## src/rtl/brt_pkg.sv

```systemverilog
package brt_pkg;
  localparam int unsigned ADDR_W = 3;
  localparam logic [ADDR_W-1:0] A_MAIN_HI = 3'd0;
  localparam logic [ADDR_W-1:0] A_MAIN_LO = 3'd1;
  localparam logic [ADDR_W-1:0] A_ALT_HI  = 3'd2;
  localparam logic [ADDR_W-1:0] A_ALT_LO  = 3'd3;
  localparam logic [ADDR_W-1:0] A_STATUS  = 3'd4;
  localparam logic [ADDR_W-1:0] A_CTRL    = 3'd5;

  typedef struct packed {
    logic rdMainHi;
    logic rdMainLo;
    logic rdAltHi;
    logic rdAltLo;
    logic wrMainLo;
    logic rdStatus;
    logic wrCtrl;
  } strobe_t;
endpackage

```

## src/rtl/brt_ctrl.sv

```systemverilog
module brt_ctrl
  import brt_pkg::*;
#(
  parameter int unsigned DATA_W = 8
) (
  input  logic              clk,
  input  logic              rstN,
  input  logic              rdEn,
  input  logic              wrEn,
  input  logic [ADDR_W-1:0] addr,
  input  logic [DATA_W-1:0] wrData,
  input  logic              irqMaskIn,
  input  logic              wrapPulse,
  output strobe_t           strb,
  output logic              flag,
  output logic [DATA_W-1:0] ctrlReg,
  output logic              irqOut
);
  logic armed;
  logic mainLoAccess;

  always_comb begin
    strb.rdMainHi = rdEn && (addr == A_MAIN_HI);
    strb.rdMainLo = rdEn && (addr == A_MAIN_LO);
    strb.rdAltHi  = rdEn && (addr == A_ALT_HI);
    strb.rdAltLo  = rdEn && (addr == A_ALT_LO);
    strb.wrMainLo = wrEn && (addr == A_MAIN_LO);
    strb.rdStatus = rdEn && (addr == A_STATUS);
    strb.wrCtrl   = wrEn && (addr == A_CTRL);
  end

  assign mainLoAccess = strb.rdMainLo || strb.wrMainLo;

  always_ff @(posedge clk or negedge rstN) begin
    if (!rstN) begin
      flag    <= 1'b0;
      armed   <= 1'b0;
      ctrlReg <= '0;
    end else begin
      if (wrapPulse) begin
        flag  <= 1'b1;
        armed <= 1'b0;
      end else if (mainLoAccess) begin
        if (armed) flag <= 1'b0;
        armed <= 1'b0;
      end else if (strb.rdStatus && flag) begin
        armed <= 1'b1;
      end
      if (strb.wrCtrl) ctrlReg <= wrData;
    end
  end

  assign irqOut = flag && ctrlReg[0] && !irqMaskIn;
endmodule

```

## src/rtl/brt_datapath.sv

```systemverilog
module brt_datapath
  import brt_pkg::*;
#(
  parameter int unsigned DATA_W    = 8,
  parameter int unsigned CNT_W     = 2 * DATA_W,
  parameter logic [CNT_W-1:0] RESET_VAL = 16'hFFFC
) (
  input  logic              clk,
  input  logic              rstN,
  input  logic              haltIn,
  input  strobe_t           strb,
  input  logic [ADDR_W-1:0] addr,
  input  logic              flag,
  input  logic [DATA_W-1:0] ctrlReg,
  output logic [CNT_W-1:0]  cnt,
  output logic              wrapPulse,
  output logic [DATA_W-1:0] rdData
);
  localparam int unsigned NPAIR = 2;

  logic [NPAIR-1:0]              pend;
  logic [NPAIR-1:0][DATA_W-1:0]  lowBuf;
  logic [NPAIR-1:0]              hiRd;
  logic [NPAIR-1:0]              loRd;
  logic [NPAIR-1:0][DATA_W-1:0]  loView;

  assign hiRd = {strb.rdAltHi, strb.rdMainHi};
  assign loRd = {strb.rdAltLo, strb.rdMainLo};

  assign wrapPulse = !haltIn && !strb.wrMainLo && (cnt == {CNT_W{1'b1}});

  always_ff @(posedge clk or negedge rstN) begin
    if (!rstN)              cnt <= RESET_VAL;
    else if (strb.wrMainLo) cnt <= RESET_VAL;
    else if (!haltIn)       cnt <= cnt + 1'b1;
  end

  for (genvar p = 0; p < NPAIR; p++) begin : g_pair
    always_ff @(posedge clk or negedge rstN) begin
      if (!rstN) begin
        pend[p]   <= 1'b0;
        lowBuf[p] <= '0;
      end else if (loRd[p]) begin
        pend[p] <= 1'b0;
      end else if (hiRd[p] && !pend[p]) begin
        pend[p]   <= 1'b1;
        lowBuf[p] <= cnt[DATA_W-1:0];
      end
    end
    assign loView[p] = pend[p] ? lowBuf[p] : cnt[DATA_W-1:0];
  end

  always_comb begin
    case (addr)
      A_MAIN_HI, A_ALT_HI: rdData = cnt[CNT_W-1:DATA_W];
      A_MAIN_LO:           rdData = loView[0];
      A_ALT_LO:            rdData = loView[1];
      A_STATUS:            rdData = {{(DATA_W-1){1'b0}}, flag};
      A_CTRL:              rdData = ctrlReg;
      default:             rdData = '0;
    endcase
  end
endmodule

```

## src/rtl/byte_read_timer.sv

```systemverilog
module byte_read_timer
  import brt_pkg::*;
#(
  parameter int unsigned DATA_W    = 8,
  parameter int unsigned CNT_W     = 2 * DATA_W,
  parameter logic [CNT_W-1:0] RESET_VAL = 16'hFFFC
) (
  input  logic              clk,
  input  logic              rstN,
  input  logic              rdEn,
  input  logic              wrEn,
  input  logic [ADDR_W-1:0] addr,
  input  logic [DATA_W-1:0] wrData,
  output logic [DATA_W-1:0] rdData,
  input  logic              irqMaskIn,
  input  logic              haltIn,
  input  logic              waitIn,
  output logic              irqOut
);
  strobe_t           strb;
  logic              flag;
  logic              wrapPulse;
  logic [DATA_W-1:0] ctrlReg;
  logic [CNT_W-1:0]  cnt;

  brt_ctrl #(.DATA_W(DATA_W)) ctrl_i (
    .clk(clk), .rstN(rstN), .rdEn(rdEn), .wrEn(wrEn), .addr(addr),
    .wrData(wrData), .irqMaskIn(irqMaskIn), .wrapPulse(wrapPulse),
    .strb(strb), .flag(flag), .ctrlReg(ctrlReg), .irqOut(irqOut)
  );

  brt_datapath #(.DATA_W(DATA_W), .CNT_W(CNT_W), .RESET_VAL(RESET_VAL)) dp_i (
    .clk(clk), .rstN(rstN), .haltIn(haltIn), .strb(strb), .addr(addr),
    .flag(flag), .ctrlReg(ctrlReg), .cnt(cnt), .wrapPulse(wrapPulse),
    .rdData(rdData)
  );
endmodule

```

## config.mk

```make
export PLATFORM = sky130hd
export DESIGN_NAME = byte_read_timer
export DESIGN_NICKNAME = d
export VERILOG_FILES = /design/src/rtl/brt_pkg.sv /design/src/rtl/brt_ctrl.sv /design/src/rtl/brt_datapath.sv /design/src/rtl/byte_read_timer.sv
export SDC_FILE = /design/constraint.sdc
export NUM_CORES = 1
export LEC_CHECK = 0
export BUFFER_PORTS_ARGS = -buffer_cell sky130_fd_sc_hd__clkbuf_2
export CORE_MARGIN = 3
export CORE_UTILIZATION = 27
export DETAILED_ROUTE_END_ITERATION = 8
export GPL_ROUTABILITY_DRIVEN = 0
export RECOVER_POWER = 25
export SETUP_SLACK_MARGIN = 0.02
export SKIP_LAST_GASP = 1
export SLEW_MARGIN = 20
export SYNTH_ARGS = -nofsm -noshare
export SYNTH_HDL_FRONTEND = slang
export SYNTH_SLANG_ARGS = --single-unit
```

## constraint.sdc

```tcl
create_clock -name clk -period 1.5 [get_ports clk]
set_input_delay 0.3 -clock clk [delete_from_list [all_inputs] [get_ports clk]]
set_output_delay 0.3 -clock clk [all_outputs]
set_load 0.01 [all_outputs]
```

==> results of run 1 <==
worst paths after layout:
path | startpoint | endpoint | slack, ns | cells past startpoint
max | dp_i.pend[0] | rdData[3] | -0.49 | 5
min | wrData[2] | ctrl_i.ctrlReg[2] | 0.23 | 2
max reg2reg | dp_i.pend[0] | dp_i.lowBuf[5] | -0.08 | 5
min reg2reg | dp_i.lowBuf[6] | dp_i.lowBuf[6] | 0.52 | 1
max in group asynchronous | rstN | dp_i.lowBuf[11] | 0.42 | 3
min in group asynchronous | rstN | ctrl_i.ctrlReg[5] | 0.65 | 3
layer usage:
metal  up-vias  share of wire
met5         -              0
met4         0          0.013
met3         7          0.039
met2        34           0.46
met1       925           0.48
li1        890              -
stage by stage:
stage / util / area [um^2] / hold slack [ns] / std cells / setup slack [ns]
5_1_grt: 0.366 / 3070 / 0.228 / 377 / -0.556
4_1_cts: 0.359 / 3010 / 0.221 / 375 / -0.524
3_3_place_gp: 0.346 / 2900 / 0.301 / 366 / -0.380
3_5_place_dp: 0.346 / 2900 / 0.303 / 366 / -0.394
6_report: 0.366 / 3070 / 0.230 / 377 / -0.489
2_1_floorplan: - / 2410 / 0.00441 / 211 / -0.00188
final cells by class:
cell class / count / share of cell area
clock inverter: 1 / 0.00163
tap: 105 / 0.0429
timing repair buffer: 67 / 0.160
inverter: 4 / 0.00490
multi-input combinational: 149 / 0.400
clock buffer: 7 / 0.0249
sequential: 44 / 0.365
state kept, by name, indices dropped and copies added, names as in the netlist:
signal          count
ctrl_i.flag         1
dp_i.cnt           16
dp_i.lowBuf        16
ctrl_i.ctrlReg      8
ctrl_i.armed        1
dp_i.pend           2
cells by family after synthesis:
group,count (synthesis),synth area share
compound gates,43,0.114
xor+xnor,9,0.0333
fa+ha+maj,1,0.00528
buf+inv,18,0.0391
flops,44,0.472
mux,41,0.189
simple gates,55,0.147
synth_stat cells, types with 2 or more instances:
library cell and n:
dfrtp_1 30, or3_1 2, and4_1 3, xor2_1 8
a21oi_1 6, nand2_1 12, nand4_1 6, buf_2 8
o21ai_0 18, nand3_1 5, inv_1 4, a22oi_1 6
and3_1 4, nand2b_1 2, mux2i_1 11, nor2_1 8
a22o_1 6, nor3_4 2, buf_4 2, clkbuf_1 3
dfstp_2 14, mux2_2 30
critical path, stage by stage (launching register included):
cell     delay [ns]
dfrtp_2        0.53
mux2_4         0.33
a22oi_2        0.11
o21ai_1        0.08
a22o_1         0.19
buf_2          0.14
power by group through the flow:
stage               Combinational [mW]  Clock (mW)  Sequential, mW
finish                            2.16       0.725            2.15
floorplan                         1.36           0            2.07
CTS                               2.08       0.759            2.15
global placement                  2.00           0            2.14
global route                      2.35       0.798            2.22
detailed placement                2.04           0            2.17
what timing repair did:
item,4_1_cts,5_1_grt
pin swaps,1,10
resized for setup,7,17
hold buffers,1,0
endpoints found under the hold margin,28,0
endpoints found under the setup margin,31,23
setup buffers,0,2
==> results.txt, run 1 <==
Area Overhead vs Synth: 29.4%
antenna violations before repair: 0
ant diodes: 0
post-synthesis instance area: 2370 um^2
outcome: finished, violations left
most frequent cells in the layout: buf_4 (32), dfrtp_1 (29), clkbuf_2 (24)
FMAX: 503 MHz
failing checks: setup timing
crit path time final: 1.99 ns
number of synthesized register bits: 44
Via density: 4.92
core area: 8380 um^2
CP Capture Type: primary output
Antenna Nets Post-Route: 0
TritonCTS clock tree: yes
Final Hold Fails: 0
ys async rst share: 1.00
Period Utilization, post-route: 1.33
final worst slack: -0.489 ns
Logic pwr share: 0.428
measured slew at the worst slew-check pin: 0.609 ns
initial core utilization: 0.283
WS Path Type: reg -> out
largest net degree at the start of global routing: 45
Pleak: 1.32 nW
H-tree levels: 2
top cell type by total area after synthesis: dfrtp_1
Final #Nets: 290
FF/Latch Area: 1120 um^2
Peak VDD IR: 0.438 mV
met3 Resource Use GR: 0.0295
placement row count: 33
Congestion Overflow GR: 0
clk slew on worst S/H paths: 0.09 ns
initial drt markers: 72
met1 usage: 0.170
first-pass GRT wire length: 9600 um
Syn Nets: 230
Synth cell types: 43
drt total wl: 5880 um
setup violators final: 16
Final HPWL DP: 4440 um
top-area cell type share of the netlist area: 0.317
Hold/Removal Path Class: in -> reg
multi-input logic area: 1230 um^2
warnings from Yosys: 0
drt drc: 0
Skew-Pair Late Insertion Delay: 0.30 ns
commonest non-fill, non-tap cell in the layout: buf_4
register area share after synthesis: 0.472
top post-synthesis cells by area: dfrtp_1 (32%), dfstp_2 (16%), mux2_2 (14%)
RSZ-0062 raised after global routing: true
share of cells above drive strength 1: 0.496
arrival time worst endpoint: 1.69 ns
main flop type after synthesis: dfrtp_1
Sw Pwr: 1.71 mW
clock root buffer: clkbuf_8
Slew Limit Headroom: 0.594
global-route usage over all layers: 0.123
Post-Route Skew: 0.0133 ns
Critical Path RT: 1.20 ns
Critical Path Start Type: flip-flop
max-cap viol count: 0
fillers: 832
clock sink count: 44
Avg Cell Area, Syn: 11.2 um^2
Mapped Cells: 211
GRT busiest layer: met2
Clock power frac: 0.144
Num CTS Buffers: 5
Die Wd: 99.7 um
die area: 9930 um^2
IO Port Bufs: 25
I/O Pins: 27
Switching Fraction: 0.341
count of flip-flops with a built-in enable after synthesis: 0
Pint: 3.32 mW
Die H: 99.7 um
max-slew violations: 0
routed via count: 1856
setup_tns: -4.08 ns
routed length per instance: 15.6 um
power per cell area: 1640 nW/um^2
crit path max fanout: 7
clk buf depth: 2
total iterations of the first detailed-routing run: 4
met2 GRT Util: 0.190
total power: 5.03 mW
Reg power frac: 0.428
vias in the first global route: 1812
No activity file was read; power rests on OpenSTA's default activity.
==> run 2, diff against run 1 <==
SETUP_SLACK_MARGIN = 0.4   (was 0.02)
==> run 2 against run 1 <==
Net effect:
- the flow still finishes with violations (setup timing)
- register-to-register slack better by 0.03 ns
- clock skew is 0.0093 ns lower
- critical path depth is 1 higher
- final area grew 10%
- sequential power increased by 2%
- maximum frequency is 0.15% higher
- via count is 2.7% higher
- first-iteration DRC count shrank 8.3%
==> results.txt, run 2 (synthesis gave the netlist of run 1 again) <==
Num CTS Buffers: 5 (unchanged)
outcome: finished, violations left (unchanged)
commonest non-fill, non-tap cell in the layout: buf_4 (unchanged)
first-pass GRT wire length: 10500 um (was 9600 um)
final worst slack: -0.486 ns (was -0.489 ns)
Max stage delay on crit path: 0.41 ns (was 0.53 ns)
pre-CTS WS: -0.184 ns (was -0.394 ns)
drt drc: 0 (unchanged)
Switching Fraction: 0.343 (was 0.341)
Final Hold Fails: 0 (unchanged)
DP Cell Count: 376 (was 366)
RSZ-0062 raised after global routing: true (unchanged)
crit path cell chain: buf_6 -> mux2_4 -> a22oi_2 -> o21ai_1 -> a22o_1 -> clkbuf_2 (was mux2_4 -> a22oi_2 -> o21ai_1 -> a22o_1 -> buf_2)
Top delay family on crit path: compound AO/OA/AOI/OAI gates (was flip-flops)
routed length per instance: 16.1 um (was 15.6 um)
Period Utilization, post-route: 1.32 (was 1.33)
I/O Pins: 27 (unchanged)
core area: 8380 um^2 (unchanged)
antenna violations before repair: 0 (unchanged)
Pint: 3.62 mW (was 3.32 mW)
Antenna Nets Post-Route: 0 (unchanged)
Final HPWL DP: 4550 um (was 4440 um)
Die Wd: 99.7 um (unchanged)
crit path max fanout: 4 (was 7)
Core Util, Final: 0.403 (was 0.366)
H-tree levels: 2 (unchanged)
drt total wl: 6280 um (was 5880 um)
largest net degree at the start of global routing: 45 (unchanged)
Hold/Removal Path Class: in -> reg (unchanged)
Pleak: 1.52 nW (was 1.32 nW)
Critical Path Start Type: flip-flop (unchanged)
ant diodes: 0 (unchanged)
Worst Hold Depth: 2 (unchanged)
die area: 9930 um^2 (unchanged)
WS Path Type: reg -> out (unchanged)
Post-Route Skew: 0.00402 ns (was 0.0133 ns)
Via density: 4.87 (was 4.92)
routed via count: 1906 (was 1856)
initial core utilization: 0.283 (unchanged)
Logic pwr share: 0.469 (was 0.428)
Congestion Overflow GR: 0 (unchanged)
clk buf depth: 2 (unchanged)
FMAX: 504 MHz (was 503 MHz)
global-route usage over all layers: 0.135 (was 0.123)
Peak VDD IR: 0.534 mV (was 0.438 mV)
non-filler cells, final: 391 (was 377)
arrival time worst endpoint: 1.69 ns (about the same)
crit path buf inv count: 2 (was 1)
vias in the first global route: 2014 (was 1812)
Fin Hold WS: 0.226 ns (was 0.230 ns)
max-slew violations: 0 (unchanged)
Die H: 99.7 um (unchanged)
Clock power frac: 0.134 (was 0.144)
setup violators final: 13 (was 16)
Reg power frac: 0.397 (was 0.428)
placement row count: 33 (unchanged)
CP Capture Type: primary output (unchanged)
crit path time final: 1.99 ns (about the same)
slowest CP cell: dfrtp_1 (was dfrtp_2)
FF-to-FF path depth: 6 (was 5)
total iterations of the first detailed-routing run: 4 (unchanged)
clk slew on worst S/H paths: 0.08 ns (was 0.09 ns)
Levels on crit path: 6 (was 5)
clock sink count: 44 (unchanged)
Critical Path RT: 1.20 ns (about the same)
measured slew at the worst slew-check pin: 0.604 ns (was 0.609 ns)
Sw Pwr: 1.89 mW (was 1.71 mW)
clock root buffer: clkbuf_8 (unchanged)
Skew-Pair Late Insertion Delay: 0.30 ns (about the same)
Area Overhead vs Synth: 42.7% (was 29.4%)
IO Port Bufs: 25 (unchanged)
leading registers by flop count: dp_i.cnt (16), dp_i.lowBuf (16), ctrl_i.ctrlReg (8) (unchanged)
failing checks: setup timing (unchanged)
Final #Nets: 304 (was 290)
Slew Limit Headroom: 0.597 (was 0.594)
max-cap viol count: 0 (unchanged)
power per cell area: 1630 nW/um^2 (was 1640 nW/um^2)
TritonCTS clock tree: yes (unchanged)
share of cells above drive strength 1: 0.563 (was 0.496)
setup_tns: -3.74 ns (was -4.08 ns)
initial drt markers: 66 (was 72)
most frequent cells in the layout: buf_4 (36), dfrtp_1 (30), mux2_4 (29) (was buf_4 (32), dfrtp_1 (29), clkbuf_2 (24))
-- run 2: path summary, 6_finish.rpt --
kind / startpoint / end / slack (ns)
worst max-delay path: dp_i.pend[0] / rdData[3] / -0.49
max in group asynchronous: rstN / ctrl_i.ctrlReg[2] / 0.44
worst min register to register: dp_i.lowBuf[9] / dp_i.lowBuf[9] / 0.52
worst min-delay path: wrData[0] / ctrl_i.ctrlReg[0] / 0.23
min in group asynchronous: rstN / ctrl_i.flag / 0.64
worst max register to register: dp_i.pend[0] / dp_i.lowBuf[5] / -0.05
-- run 2: worst reg2reg max path: cells and delay by family (launching register included) --
family	cells	cell delay, ns
multiplexers	1	0.34
buffers and inverters	4	0.53
flip-flops	1	0.41
AND/OR/NAND/NOR	1	0.16
-- run 2: final cells by class --
type / count / area (um^2)
clock buffer: 5 / 68.8
clock inverter: 3 / 13.8
fill: 794 / 5000
inverter: 4 / 15.0
multi-input combinational: 149 / 1390
sequential: 44 / 1120
tap: 105 / 131
timing repair buffer: 81 / 644
-- run 2: power by group through the flow --
| stage | combinational [mW] | clock [mW] | sequential (mW) |
|---|---|---|---|
| after floorplan | 1.54 | 0 | 2.08 |
| after global placement | 2.21 | 0 | 2.16 |
| after detailed placement | 2.26 | 0 | 2.18 |
| after CTS | 2.46 | 0.770 | 2.18 |
| after global routing | 2.83 | 0.819 | 2.27 |
| final | 2.58 | 0.735 | 2.19 |
-- run 2: what timing repair did --
item / 4_1_cts / 5_1_grt
hold endpoints to repair: 30 / 0
pin swaps: 16 / 8
setup endpoints to repair: 49 / 49
buffers inserted: 3 / 3
hold buffers: 1 / 0
gates resized for setup: 33 / 16
-- run 2: per-stage QoR --
stage	cell area (um^2)	power, mW
global route	3380	5.91
finish	3380	5.51
floorplan	2570	3.62
CTS	3320	5.41
global placement	3090	4.37
detailed placement	3090	4.45
-- run 2: routing by layer --
metal	track usage	part of all wire	vias to the layer above
met5	0	0	-
met4	0.0410	0.017	0
met3	0.0323	0.038	7
li1	-	-	918
met2	0.203	0.45	40
met1	0.191	0.50	941
